===== src/rtl/pmc_pkg.sv =====
package pmc_pkg;

    typedef enum logic [3:0] {
        M_RUN0   = 4'd0,
        M_RUN1   = 4'd1,
        M_RUN2   = 4'd2,
        M_SLP0   = 4'd3,
        M_SLP1   = 4'd4,
        M_SLP2   = 4'd5,
        M_STOP0  = 4'd6,
        M_STOP2  = 4'd7,
        M_STBY0  = 4'd8,
        M_STBY1  = 4'd9,
        M_SHDN   = 4'd10
    } pm_mode_e;

    typedef enum logic [1:0] {
        DEP_SLEEP = 2'd0,
        DEP_STOP  = 2'd1,
        DEP_STBY  = 2'd2,
        DEP_SHDN  = 2'd3
    } pm_depth_e;

    localparam logic [1:0] CK_OFF = 2'd0;
    localparam logic [1:0] CK_32K = 2'd1;
    localparam logic [1:0] CK_4M  = 2'd2;
    localparam logic [1:0] CK_24M = 2'd3;

    localparam logic [1:0] DRV_OFF  = 2'd0;
    localparam logic [1:0] DRV_LOW  = 2'd1;
    localparam logic [1:0] DRV_FULL = 2'd2;

    typedef struct packed {
        logic       sysosc_en;
        logic [1:0] cpu_sel;
        logic [1:0] mclk_sel;
        logic [1:0] ulp_sel;
        logic [1:0] tim_sel;
        logic [1:0] drive;
        logic       flash_en;
        logic       sram_en;
        logic       pd1_en;
        logic       trig_only;
    } pm_ctrl_t;

    function automatic logic is_run(input pm_mode_e m);
        return (m == M_RUN0) || (m == M_RUN1) || (m == M_RUN2);
    endfunction

    function automatic logic is_sleep(input pm_mode_e m);
        return (m == M_SLP0) || (m == M_SLP1) || (m == M_SLP2);
    endfunction

    function automatic logic is_deep(input pm_mode_e m);
        return (m == M_STOP0) || (m == M_STOP2) || (m == M_STBY0) || (m == M_STBY1);
    endfunction

    function automatic logic [1:0] run_clk(input pm_mode_e r);
        return (r == M_RUN0) ? CK_24M : CK_32K;
    endfunction

endpackage


===== src/rtl/pmc_next.sv =====
module pmc_next
    import pmc_pkg::*;
#(
    parameter int N_PD0_IRQ = 4,
    parameter int N_PD1_IRQ = 2
) (
    input  pm_mode_e               mode_q,
    input  pm_mode_e               last_run_q,
    input  logic [1:0]             run_pol,
    input  logic                   sleep_req,
    input  logic [1:0]             sleep_depth,
    input  logic                   sleep_pol,
    input  logic [N_PD0_IRQ-1:0]   irq_pd0,
    input  logic [N_PD1_IRQ-1:0]   irq_pd1,
    input  logic                   nrst_wake,
    input  logic                   dbg_wake,
    output pm_mode_e               mode_d
);

    logic      aon_irq;
    logic      any_irq;
    logic      blocked;
    pm_mode_e  target;
    pm_mode_e  run_sel;
    pm_depth_e depth;

    assign depth   = pm_depth_e'(sleep_depth);
    assign aon_irq = |irq_pd0;
    assign any_irq = aon_irq | (|irq_pd1);

    always_comb begin
        unique case (depth)
            DEP_SLEEP: blocked = any_irq;
            DEP_SHDN:  blocked = 1'b0;
            default:   blocked = aon_irq;
        endcase
    end

    always_comb begin
        unique case (depth)
            DEP_SLEEP: begin
                unique case (mode_q)
                    M_RUN1:  target = M_SLP1;
                    M_RUN2:  target = M_SLP2;
                    default: target = M_SLP0;
                endcase
            end
            DEP_STOP: target = sleep_pol ? M_STOP2 : M_STOP0;
            DEP_STBY: target = sleep_pol ? M_STBY1 : M_STBY0;
            default:  target = M_SHDN;
        endcase
    end

    always_comb begin
        unique case (run_pol)
            2'd0:    run_sel = M_RUN0;
            2'd1:    run_sel = M_RUN1;
            2'd2:    run_sel = M_RUN2;
            default: run_sel = mode_q;
        endcase
    end

    always_comb begin
        mode_d = mode_q;
        if (is_run(mode_q)) begin
            if (sleep_req && !blocked) begin
                mode_d = target;
            end else begin
                mode_d = run_sel;
            end
        end else if (is_sleep(mode_q)) begin
            if (any_irq) begin
                mode_d = last_run_q;
            end
        end else if (is_deep(mode_q)) begin
            if (aon_irq) begin
                mode_d = last_run_q;
            end
        end else if (mode_q == M_SHDN) begin
            if (nrst_wake || dbg_wake) begin
                mode_d = M_RUN0;
            end
        end else begin
            mode_d = M_RUN0;
        end
    end

endmodule


===== src/rtl/pmc_out_dec.sv =====
module pmc_out_dec
    import pmc_pkg::*;
(
    input  pm_mode_e mode_q,
    input  pm_mode_e last_run_q,
    input  logic     mem_keep,
    output pm_ctrl_t ctrl
);

    always_comb begin
        ctrl = '0;
        unique case (mode_q)
            M_RUN0, M_RUN1, M_RUN2: begin
                ctrl.sysosc_en = (mode_q != M_RUN2);
                ctrl.cpu_sel   = run_clk(mode_q);
                ctrl.mclk_sel  = run_clk(mode_q);
                ctrl.ulp_sel   = run_clk(mode_q);
                ctrl.tim_sel   = run_clk(mode_q);
                ctrl.drive     = DRV_FULL;
                ctrl.flash_en  = 1'b1;
                ctrl.sram_en   = 1'b1;
                ctrl.pd1_en    = 1'b1;
            end
            M_SLP0, M_SLP1, M_SLP2: begin
                ctrl.sysosc_en = (mode_q != M_SLP2);
                ctrl.cpu_sel   = CK_OFF;
                ctrl.mclk_sel  = (mode_q == M_SLP0) ? CK_24M : CK_32K;
                ctrl.ulp_sel   = ctrl.mclk_sel;
                ctrl.tim_sel   = ctrl.mclk_sel;
                ctrl.drive     = DRV_FULL;
                ctrl.flash_en  = mem_keep;
                ctrl.sram_en   = mem_keep;
                ctrl.pd1_en    = 1'b1;
            end
            M_STOP0: begin
                ctrl.sysosc_en = (last_run_q != M_RUN2);
                ctrl.ulp_sel   = (last_run_q == M_RUN0) ? CK_4M : CK_32K;
                ctrl.tim_sel   = ctrl.ulp_sel;
                ctrl.drive     = DRV_LOW;
                ctrl.flash_en  = mem_keep;
                ctrl.sram_en   = mem_keep;
                ctrl.trig_only = 1'b1;
            end
            M_STOP2: begin
                ctrl.ulp_sel   = CK_32K;
                ctrl.tim_sel   = CK_32K;
                ctrl.drive     = DRV_LOW;
                ctrl.flash_en  = mem_keep;
                ctrl.sram_en   = mem_keep;
                ctrl.trig_only = 1'b1;
            end
            M_STBY0, M_STBY1: begin
                ctrl.tim_sel   = (mode_q == M_STBY1) ? CK_32K : CK_OFF;
                ctrl.drive     = DRV_LOW;
                ctrl.trig_only = 1'b1;
            end
            default: ctrl = '0;
        endcase
    end

endmodule


===== src/rtl/pmc_mode_ctrl.sv =====
module pmc_mode_ctrl
    import pmc_pkg::*;
#(
    parameter int N_PD0_IRQ = 4,
    parameter int N_PD1_IRQ = 2
) (
    input  logic                 clk,
    input  logic                 rst,
    input  logic [1:0]           run_pol,
    input  logic                 sleep_req,
    input  logic [1:0]           sleep_depth,
    input  logic                 sleep_pol,
    input  logic [N_PD0_IRQ-1:0] irq_pd0,
    input  logic [N_PD1_IRQ-1:0] irq_pd1,
    input  logic                 nrst_wake,
    input  logic                 dbg_wake,
    input  logic                 mem_keep,
    output logic [3:0]           mode_o,
    output logic                 sysosc_en,
    output logic [1:0]           cpuclk_sel,
    output logic [1:0]           mclk_sel,
    output logic [1:0]           ulpclk_sel,
    output logic [1:0]           timclk_sel,
    output logic [1:0]           reg_drive,
    output logic                 flash_en,
    output logic                 sram_en,
    output logic                 pd1_en,
    output logic                 trig_only
);

    pm_mode_e mode_q, mode_d;
    pm_mode_e last_run_q, last_run_d;
    pm_ctrl_t ctrl;

    pmc_next #(
        .N_PD0_IRQ (N_PD0_IRQ),
        .N_PD1_IRQ (N_PD1_IRQ)
    ) next_i (
        .mode_q      (mode_q),
        .last_run_q  (last_run_q),
        .run_pol     (run_pol),
        .sleep_req   (sleep_req),
        .sleep_depth (sleep_depth),
        .sleep_pol   (sleep_pol),
        .irq_pd0     (irq_pd0),
        .irq_pd1     (irq_pd1),
        .nrst_wake   (nrst_wake),
        .dbg_wake    (dbg_wake),
        .mode_d      (mode_d)
    );

    always_comb begin
        if (is_run(mode_d)) begin
            last_run_d = mode_d;
        end else if (mode_d == M_SHDN) begin
            last_run_d = M_RUN0;
        end else begin
            last_run_d = last_run_q;
        end
    end

    always_ff @(posedge clk) begin
        if (rst) begin
            mode_q     <= M_RUN0;
            last_run_q <= M_RUN0;
        end else begin
            mode_q     <= mode_d;
            last_run_q <= last_run_d;
        end
    end

    pmc_out_dec dec_i (
        .mode_q     (mode_q),
        .last_run_q (last_run_q),
        .mem_keep   (mem_keep),
        .ctrl       (ctrl)
    );

    assign mode_o     = mode_q;
    assign sysosc_en  = ctrl.sysosc_en;
    assign cpuclk_sel = ctrl.cpu_sel;
    assign mclk_sel   = ctrl.mclk_sel;
    assign ulpclk_sel = ctrl.ulp_sel;
    assign timclk_sel = ctrl.tim_sel;
    assign reg_drive  = ctrl.drive;
    assign flash_en   = ctrl.flash_en;
    assign sram_en    = ctrl.sram_en;
    assign pd1_en     = ctrl.pd1_en;
    assign trig_only  = ctrl.trig_only;

endmodule


===== config.mk =====
export PLATFORM = sky130hd
export DESIGN_NAME = pmc_mode_ctrl
export DESIGN_NICKNAME = d
export VERILOG_FILES = /design/src/rtl/pmc_pkg.sv /design/src/rtl/pmc_next.sv /design/src/rtl/pmc_out_dec.sv /design/src/rtl/pmc_mode_ctrl.sv
export SDC_FILE = /design/constraint.sdc
export NUM_CORES = 1
export LEC_CHECK = 0
export CELL_PAD_IN_SITES_DETAIL_PLACEMENT = 1
export CELL_PAD_IN_SITES_GLOBAL_PLACEMENT = 1
export CORE_MARGIN = 2
export CORE_UTILIZATION = 32
export CTS_BUF_LIST = sky130_fd_sc_hd__clkbuf_4 sky130_fd_sc_hd__clkbuf_8
export CTS_CLUSTER_DIAMETER = 80
export DETAILED_ROUTE_END_ITERATION = 6
export HOLD_SLACK_MARGIN = 0.12
export PLACE_DENSITY = 0.93
export SKIP_LAST_GASP = 1
export SYNTH_ARGS = -nofsm -noshare
export SYNTH_HDL_FRONTEND = slang
export SYNTH_SLANG_ARGS = --single-unit

===== constraint.sdc =====
create_clock -name clk -period 2.3 [get_ports clk]
set_input_delay 0.23 -clock clk [delete_from_list [all_inputs] [get_ports clk]]
set_output_delay 0.23 -clock clk [all_outputs]
set_load 0.01 [all_outputs]

==> reports/qor.yml, run 1 <==
setup_path:
  cp-end-kind: "register"
  critPathMaxFanout: 5
  path_class: "in -> reg"
  worst_ep_arrival_time_ns: 2.45
  startpoint_type: "input pin"
  rr_worst_depth: 9
  worstPathRequired_ns: 2.47
pwr:
  leakage_nw: 0.657
  p_seq_frac: 0.241
  irDropWorstVdd_mv: 0.347
  powerDensity_mw_per_mm2: 453
  p_sw_frac: 0.381
  p_int_mw: 0.439
  p_switching_mw: 0.271
  comb_power_share: 0.616
  p_clk_frac: 0.142
global_routing:
  antenna_found_initial: 0
  grt_pass1_vias: 1234
  grt_util_all_layers: 0.208
  gr-total-overflow: 0
  grt_max_degree: 22
  grt_pass1_wl_mm: 5.69
hold_path:
  hp-class: "reg -> reg"
  min_path_cells: 1
place:
  place_inst: 206
  port_buffers: 35
  pre_cts_ws_ns: -0.388
  place_congestion: 0.911
  dp_hpwl_mm: 2.79
  place_area_sq_mm: 0.00148
die:
  rows: 20
  initial_core_util: 0.329
  coreArea_sq_mm: 0.00298
  die_area_sq_mm: 0.00352
  die_x_um: 59.3
  fp.dieH_um: 59.3
  io_pins: 36
logic_synthesis:
  synth_cells: 126
  netlist_area_sq_um: 978
  synthDistinctLibCells: 49
  synth_top_area_frac: 0.164
  ys_ff_latch: 8
  synthesis.nets: 147
  synth_warnings: 0
  yosys-top-cells-area: "dfxtp_1, a21oi_1, a221oi_4, ha_1, nor2_1"
  synth.top_cells.by_count: "nor2_1, a21oi_1, dfxtp_1, inv_1"
  avgSynthCellArea_sq_um: 7.77
  synth_edf_count: 0
  async_flop_share: 0
  synth.largest_area_cell: "dfxtp_1"
  yosys_most_used_dff: "dfxtp_1"
  ys_seq_area_frac: 0.164
  yosys.cell_count.top_type: "nor2_1"
cts:
  clkLatencyLatePin_ns: 0.24
  htree_levels: 1
  ctsRootBufferMaster: "clkbuf_4"
  cts_buffers: 3
  cts_sinks: 8
  clk_pin_slew_ns: 0.05
  clock_path_buffers: 2
  tritoncts: "done"
finish:
  final_util: 0.526
  layout.nets: 201
  areaGrowthSynthToFinish_pct: 60.0
  final_area_sq_mm: 0.00157
  drive_above_1_share: 0.247
  layoutNonFillerInstCount: 211
  num_antenna_cells: 0
job:
  drv_cap: 0
routing:
  detail-route-antenna-nets: 0
  post_drt_wl_per_cell_um: 16.9
  drc_errors: 0
  vias: 1179
  initialDrtViolationCount: 39
  routed_wl_mm: 3.57
  dr.pass1.iters: 4
  vias_per_cell: 5.59
sta:
  max_freq_mhz: 439
  finalHoldViolCount: 0
  tightest_slew_ns: 0.347
  relSlewSlack: 0.769
  slew_violations: 0
  fin_worst_skew_ns: 0.000300
  setup_viol: 0
  post-route-worst-setup-slack_ns: 0.0243
  fin_crit_sh: 0.989
  period_needed_ns: 2.28
  grt_setup_unrepaired: "yes"
outcome:
  status: "completed"
==> per-layer routing <==
layer,routed length [um],vias to the layer above,global-route usage
li1,-,563,-
met1,1420,581,0.239
met2,1990,29,0.405
met3,113,6,0.0218
met4,46,0,0.0422
met5,0,-,0
==> through the flow <==
stage	setup TNS [ns]	hold WS [ns]	power, mW
final	0	0.532	0.710
after global routing	-0.254	0.551	0.761
after CTS	0	0.528	0.686
after detailed placement	-1.52	0.520	0.590
after global placement	-0.850	0.500	0.565
after floorplan	0	0.299	0.380
==> final timing paths <==
kind | startpoint | endpoint | slack [ns]
worst max register to register | mode_o[1] | last_run_q[0] | 0.08
worst min-delay path | last_run_q[3] | last_run_q[3] | 0.53
worst min register to register | last_run_q[3] | last_run_q[3] | 0.53
worst max-delay path | irq_pd0[3] | last_run_q[0] | 0.02
==> flip-flops by register name, indices dropped and copies added, names as in the netlist <==
register	flops
last_run_q	4
mode_o	4
==> power groups by stage <==
| stage | Sequential (mW) | Combinational [mW] | Clock [mW] |
|---|---|---|---|
| 2_1_floorplan | 0.168 | 0.212 | 0 |
| 3_3_place_gp | 0.168 | 0.397 | 0 |
| 3_5_place_dp | 0.170 | 0.419 | 0 |
| 4_1_cts | 0.167 | 0.415 | 0.104 |
| 5_1_grt | 0.173 | 0.473 | 0.114 |
| 6_report | 0.171 | 0.438 | 0.101 |
==> kinds of logic (layout without fill, tap and decap cells) <==
family,after synthesis,count (layout),synth area share
and+or+nand+nor,49,49,0.299
AOI/OAI and AO/OA,42,42,0.347
buffers and inverters,18,70,0.0844
DFF,8,8,0.164
adders and majority gates,4,4,0.0512
muxes,4,4,0.0460
xor gates and xnor gates,1,1,0.00895
==> placed cells by master, fill, tap and decap left out, types with 2 or more instances in the layout <==
master           instances
a21o_1                   2
a21oi_1                 11
a21oi_2                  3
a221oi_4                 2
a311oi_1                 2
a31oi_1                  3
and2_1                   2
buf_4                   19
buf_6                    4
clkbuf_4                 3
clkdlybuf4s50_1         29
dfxtp_1                  6
dfxtp_2                  2
dlygate4sd2_1            4
dlymetal6s2s_1           2
ha_1                     4
inv_1                    8
mux2i_1                  3
nand2_1                  7
nand2b_1                 7
nand3_1                  2
nor2_1                  13
nor2b_1                  5
nor3_2                   2
o21ai_0                  3
o221ai_1                 2
==> repair_timing <==
action / in CTS / in global routing
setup buffers: 0 / 2
setup endpoints to repair: 5 / 5
hold buffers: 0 / 0
gates resized for setup: 6 / 14
pin swaps: 3 / 4
==> worst max-delay path: stages <==
cell,delay [ns]
clkdlybuf4s50_1,0.44
nor4_4,0.22
buf_6,0.16
mux2i_1,0.28
o221ai_2,0.19
a221oi_4,0.33
buf_6,0.15
a31oi_1,0.09
or2_1,0.24
a21oi_1,0.11
==> layout make-up <==
class | count | area [sq um]
multi-input cells | 100 | 767
clock buffers | 3 | 22.5
well taps | 33 | 41.3
fillers | 368 | 1410
repair buffers | 58 | 538
inverters | 9 | 33.8
flip-flops and latches | 8 | 163
Power figures use the tool's default switching activity.
==> run 2: changes to the inputs <==
- RECOVER_POWER: not set -> 25
==> reports/qor.yml, run 2 (synthesized netlist as in run 1, its figures left out) <==
job:
  drv_cap: 0  # unchanged
routing:
  dr.pass1.iters: 4  # unchanged
  vias_per_cell: 5.59  # unchanged
  post_drt_wl_per_cell_um: 16.9  # about the same
  vias: 1179  # unchanged
  routed_wl_mm: 3.57  # about the same
  detail-route-antenna-nets: 0  # unchanged
  drc_errors: 0  # unchanged
  initialDrtViolationCount: 39  # unchanged
hold_path:
  worstHoldStart: "last_run_q[3]"  # unchanged
  hp-class: "reg -> reg"  # unchanged
setup_path:
  cpMostUsedCell: "buf_6"  # unchanged
  cp.buffers_inverters: 3  # unchanged
  startpoint_type: "input pin"  # unchanged
  timing.critical_path.from: "irq_pd0[3]"  # unchanged
  rr_startpoint: "mode_o[1]"  # unchanged
  cp-end-kind: "register"  # unchanged
  path_class: "in -> reg"  # unchanged
  critPathMaxFanout: 5  # unchanged
  worstPathRequired_ns: 2.47  # about the same
  path_cells: "clkdlybuf4s50_1 > nor4_4 > buf_6 > mux2i_1 > o221ai_2 > a221oi_4 > buf_6 > a31oi_1 > or2_1 > a21oi_1"  # unchanged
  path_delay_family: "buffers and inverters"  # unchanged
  worst_ep_arrival_time_ns: 2.45  # about the same
  cp_slowest_cell: "clkdlybuf4s50_1"  # unchanged
  critPathMaxStageDelay_ns: 0.44  # about the same
sta:
  tightest_slew_ns: 0.347  # unchanged
  setup_viol: 0  # unchanged
  whs_ns: 0.532  # unchanged
  fin_crit_sh: 0.989  # unchanged
  relSlewSlack: 0.769  # unchanged
  slew_violations: 0  # unchanged
  period_needed_ns: 2.28  # unchanged
  max_freq_mhz: 439  # unchanged
  grt_setup_unrepaired: "yes"  # unchanged
  finalHoldViolCount: 0  # unchanged
  fin_worst_skew_ns: 0.000300  # unchanged
place:
  place_inst: 206  # unchanged
  port_buffers: 35  # unchanged
  dp_hpwl_mm: 2.79  # unchanged
  place_area_sq_mm: 0.00148  # unchanged
  place_congestion: 0.911  # unchanged
cts:
  tritoncts: "done"  # unchanged
  cts_sinks: 8  # unchanged
  clkLatencyLatePin_ns: 0.24  # about the same
  cts_buffers: 3  # unchanged
  ctsRootBufferMaster: "clkbuf_4"  # unchanged
  clock_path_buffers: 2  # unchanged
  htree_levels: 1  # unchanged
  clk_pin_slew_ns: 0.05  # about the same
  hold_buffers: 0  # unchanged
finish:
  drive_above_1_share: 0.247  # unchanged
  num_antenna_cells: 0  # unchanged
  multi_input_area_sq_um: 767  # unchanged
  final_cell_mix: "clkdlybuf4s50_1, buf_4, nor2_1, a21oi_1, inv_1"  # unchanged
  fillers: 368  # unchanged
  final_common_cell: "clkdlybuf4s50_1"  # unchanged
  regArea_sq_um: 163  # unchanged
  areaGrowthSynthToFinish_pct: 60.0  # unchanged
  layout.nets: 201  # unchanged
  layoutNonFillerInstCount: 211  # unchanged
  final_area_sq_mm: 0.00157  # unchanged
global_routing:
  antenna_found_initial: 0  # unchanged
  gr-total-overflow: 0  # unchanged
  grt_pass1_wl_mm: 5.69  # unchanged
  grt_util_all_layers: 0.208  # unchanged
  grt_max_degree: 22  # unchanged
  grt_pass1_vias: 1234  # unchanged
die:
  rows: 20  # unchanged
  initial_core_util: 0.329  # unchanged
  die_x_um: 59.3  # unchanged
  fp.dieH_um: 59.3  # unchanged
  io_pins: 36  # unchanged
  coreArea_sq_mm: 0.00298  # unchanged
  die_area_sq_mm: 0.00352  # unchanged
pwr:
  comb_power_share: 0.616  # about the same
  p_switching_mw: 0.271  # about the same
  p_int_mw: 0.438  # was 0.439 mW
  total_power_mw: 0.709  # was 0.710 mW
  p_sw_frac: 0.382  # was 0.381
  powerDensity_mw_per_mm2: 453  # about the same
  p_clk_frac: 0.142  # about the same
  leakage_nw: 0.659  # was 0.657 nW
  irDropWorstVdd_mv: 0.347  # about the same
  p_seq_frac: 0.242  # was 0.241
outcome:
  status: "completed"  # unchanged
-- run 2: final timing paths --
kind | end | slack (ns) | cells after the start
hold reg to reg | last_run_q[3] | 0.53 | 1
setup / recovery | last_run_q[0] | 0.02 | 10
setup reg to reg | last_run_q[0] | 0.08 | 9
hold / removal | last_run_q[3] | 0.53 | 1
-- run 2: power by group through the flow --
stage | Combinational (mW) | Clock [mW] | Sequential, mW
2_1_floorplan | 0.212 | 0 | 0.168
6_report | 0.437 | 0.101 | 0.171
4_1_cts | 0.415 | 0.104 | 0.167
3_3_place_gp | 0.397 | 0 | 0.168
5_1_grt | 0.472 | 0.114 | 0.173
3_5_place_dp | 0.419 | 0 | 0.170
-- run 2: worst reg2reg max path: cells and delay by family (launching register included) --
kind | cells | cell delay, ns
simple gates | 2 | 0.33
flops | 1 | 0.41
compound gates | 5 | 1.03
buf+inv | 2 | 0.37
-- run 2: layout make-up --
cell class | count | share of cell area
Inverter | 9 | 0.0216
Sequential cell | 8 | 0.104
Clock buffer | 3 | 0.0144
Tap cell | 33 | 0.0264
Multi-Input combinational cell | 100 | 0.490
Timing Repair Buffer | 58 | 0.344
-- run 2: repair_timing --
action,4_1_cts,5_1_grt
setup endpoints to repair,5,5
pin swaps,3,4
buffers inserted,0,2
gates resized for setup,6,14
-- run 2: metal layers --
layer | track usage | part of all wire
met1 | 0.239 | 0.40
met2 | 0.405 | 0.56
met3 | 0.0218 | 0.032
met4 | 0.0422 | 0.013
met5 | 0 | 0
-- run 2: metrics by stage --
| stage | TNS [ns] | utilization | worst slack, ns |
|---|---|---|---|
| detailed placement | -1.52 | 0.497 | -0.388 |
| floorplan | 0 | - | 0.158 |
| global route | -0.254 | 0.526 | -0.0853 |
| finish | 0 | 0.526 | 0.0243 |
| global placement | -0.850 | 0.497 | -0.256 |
| CTS | 0 | 0.503 | 0.00371 |
==> run 3: changes to the inputs <==
- HOLD_SLACK_MARGIN: 0.12 -> not set
==> results of run 3 <==
No change in the layout: final DEF, timing and power equal those of run 2.
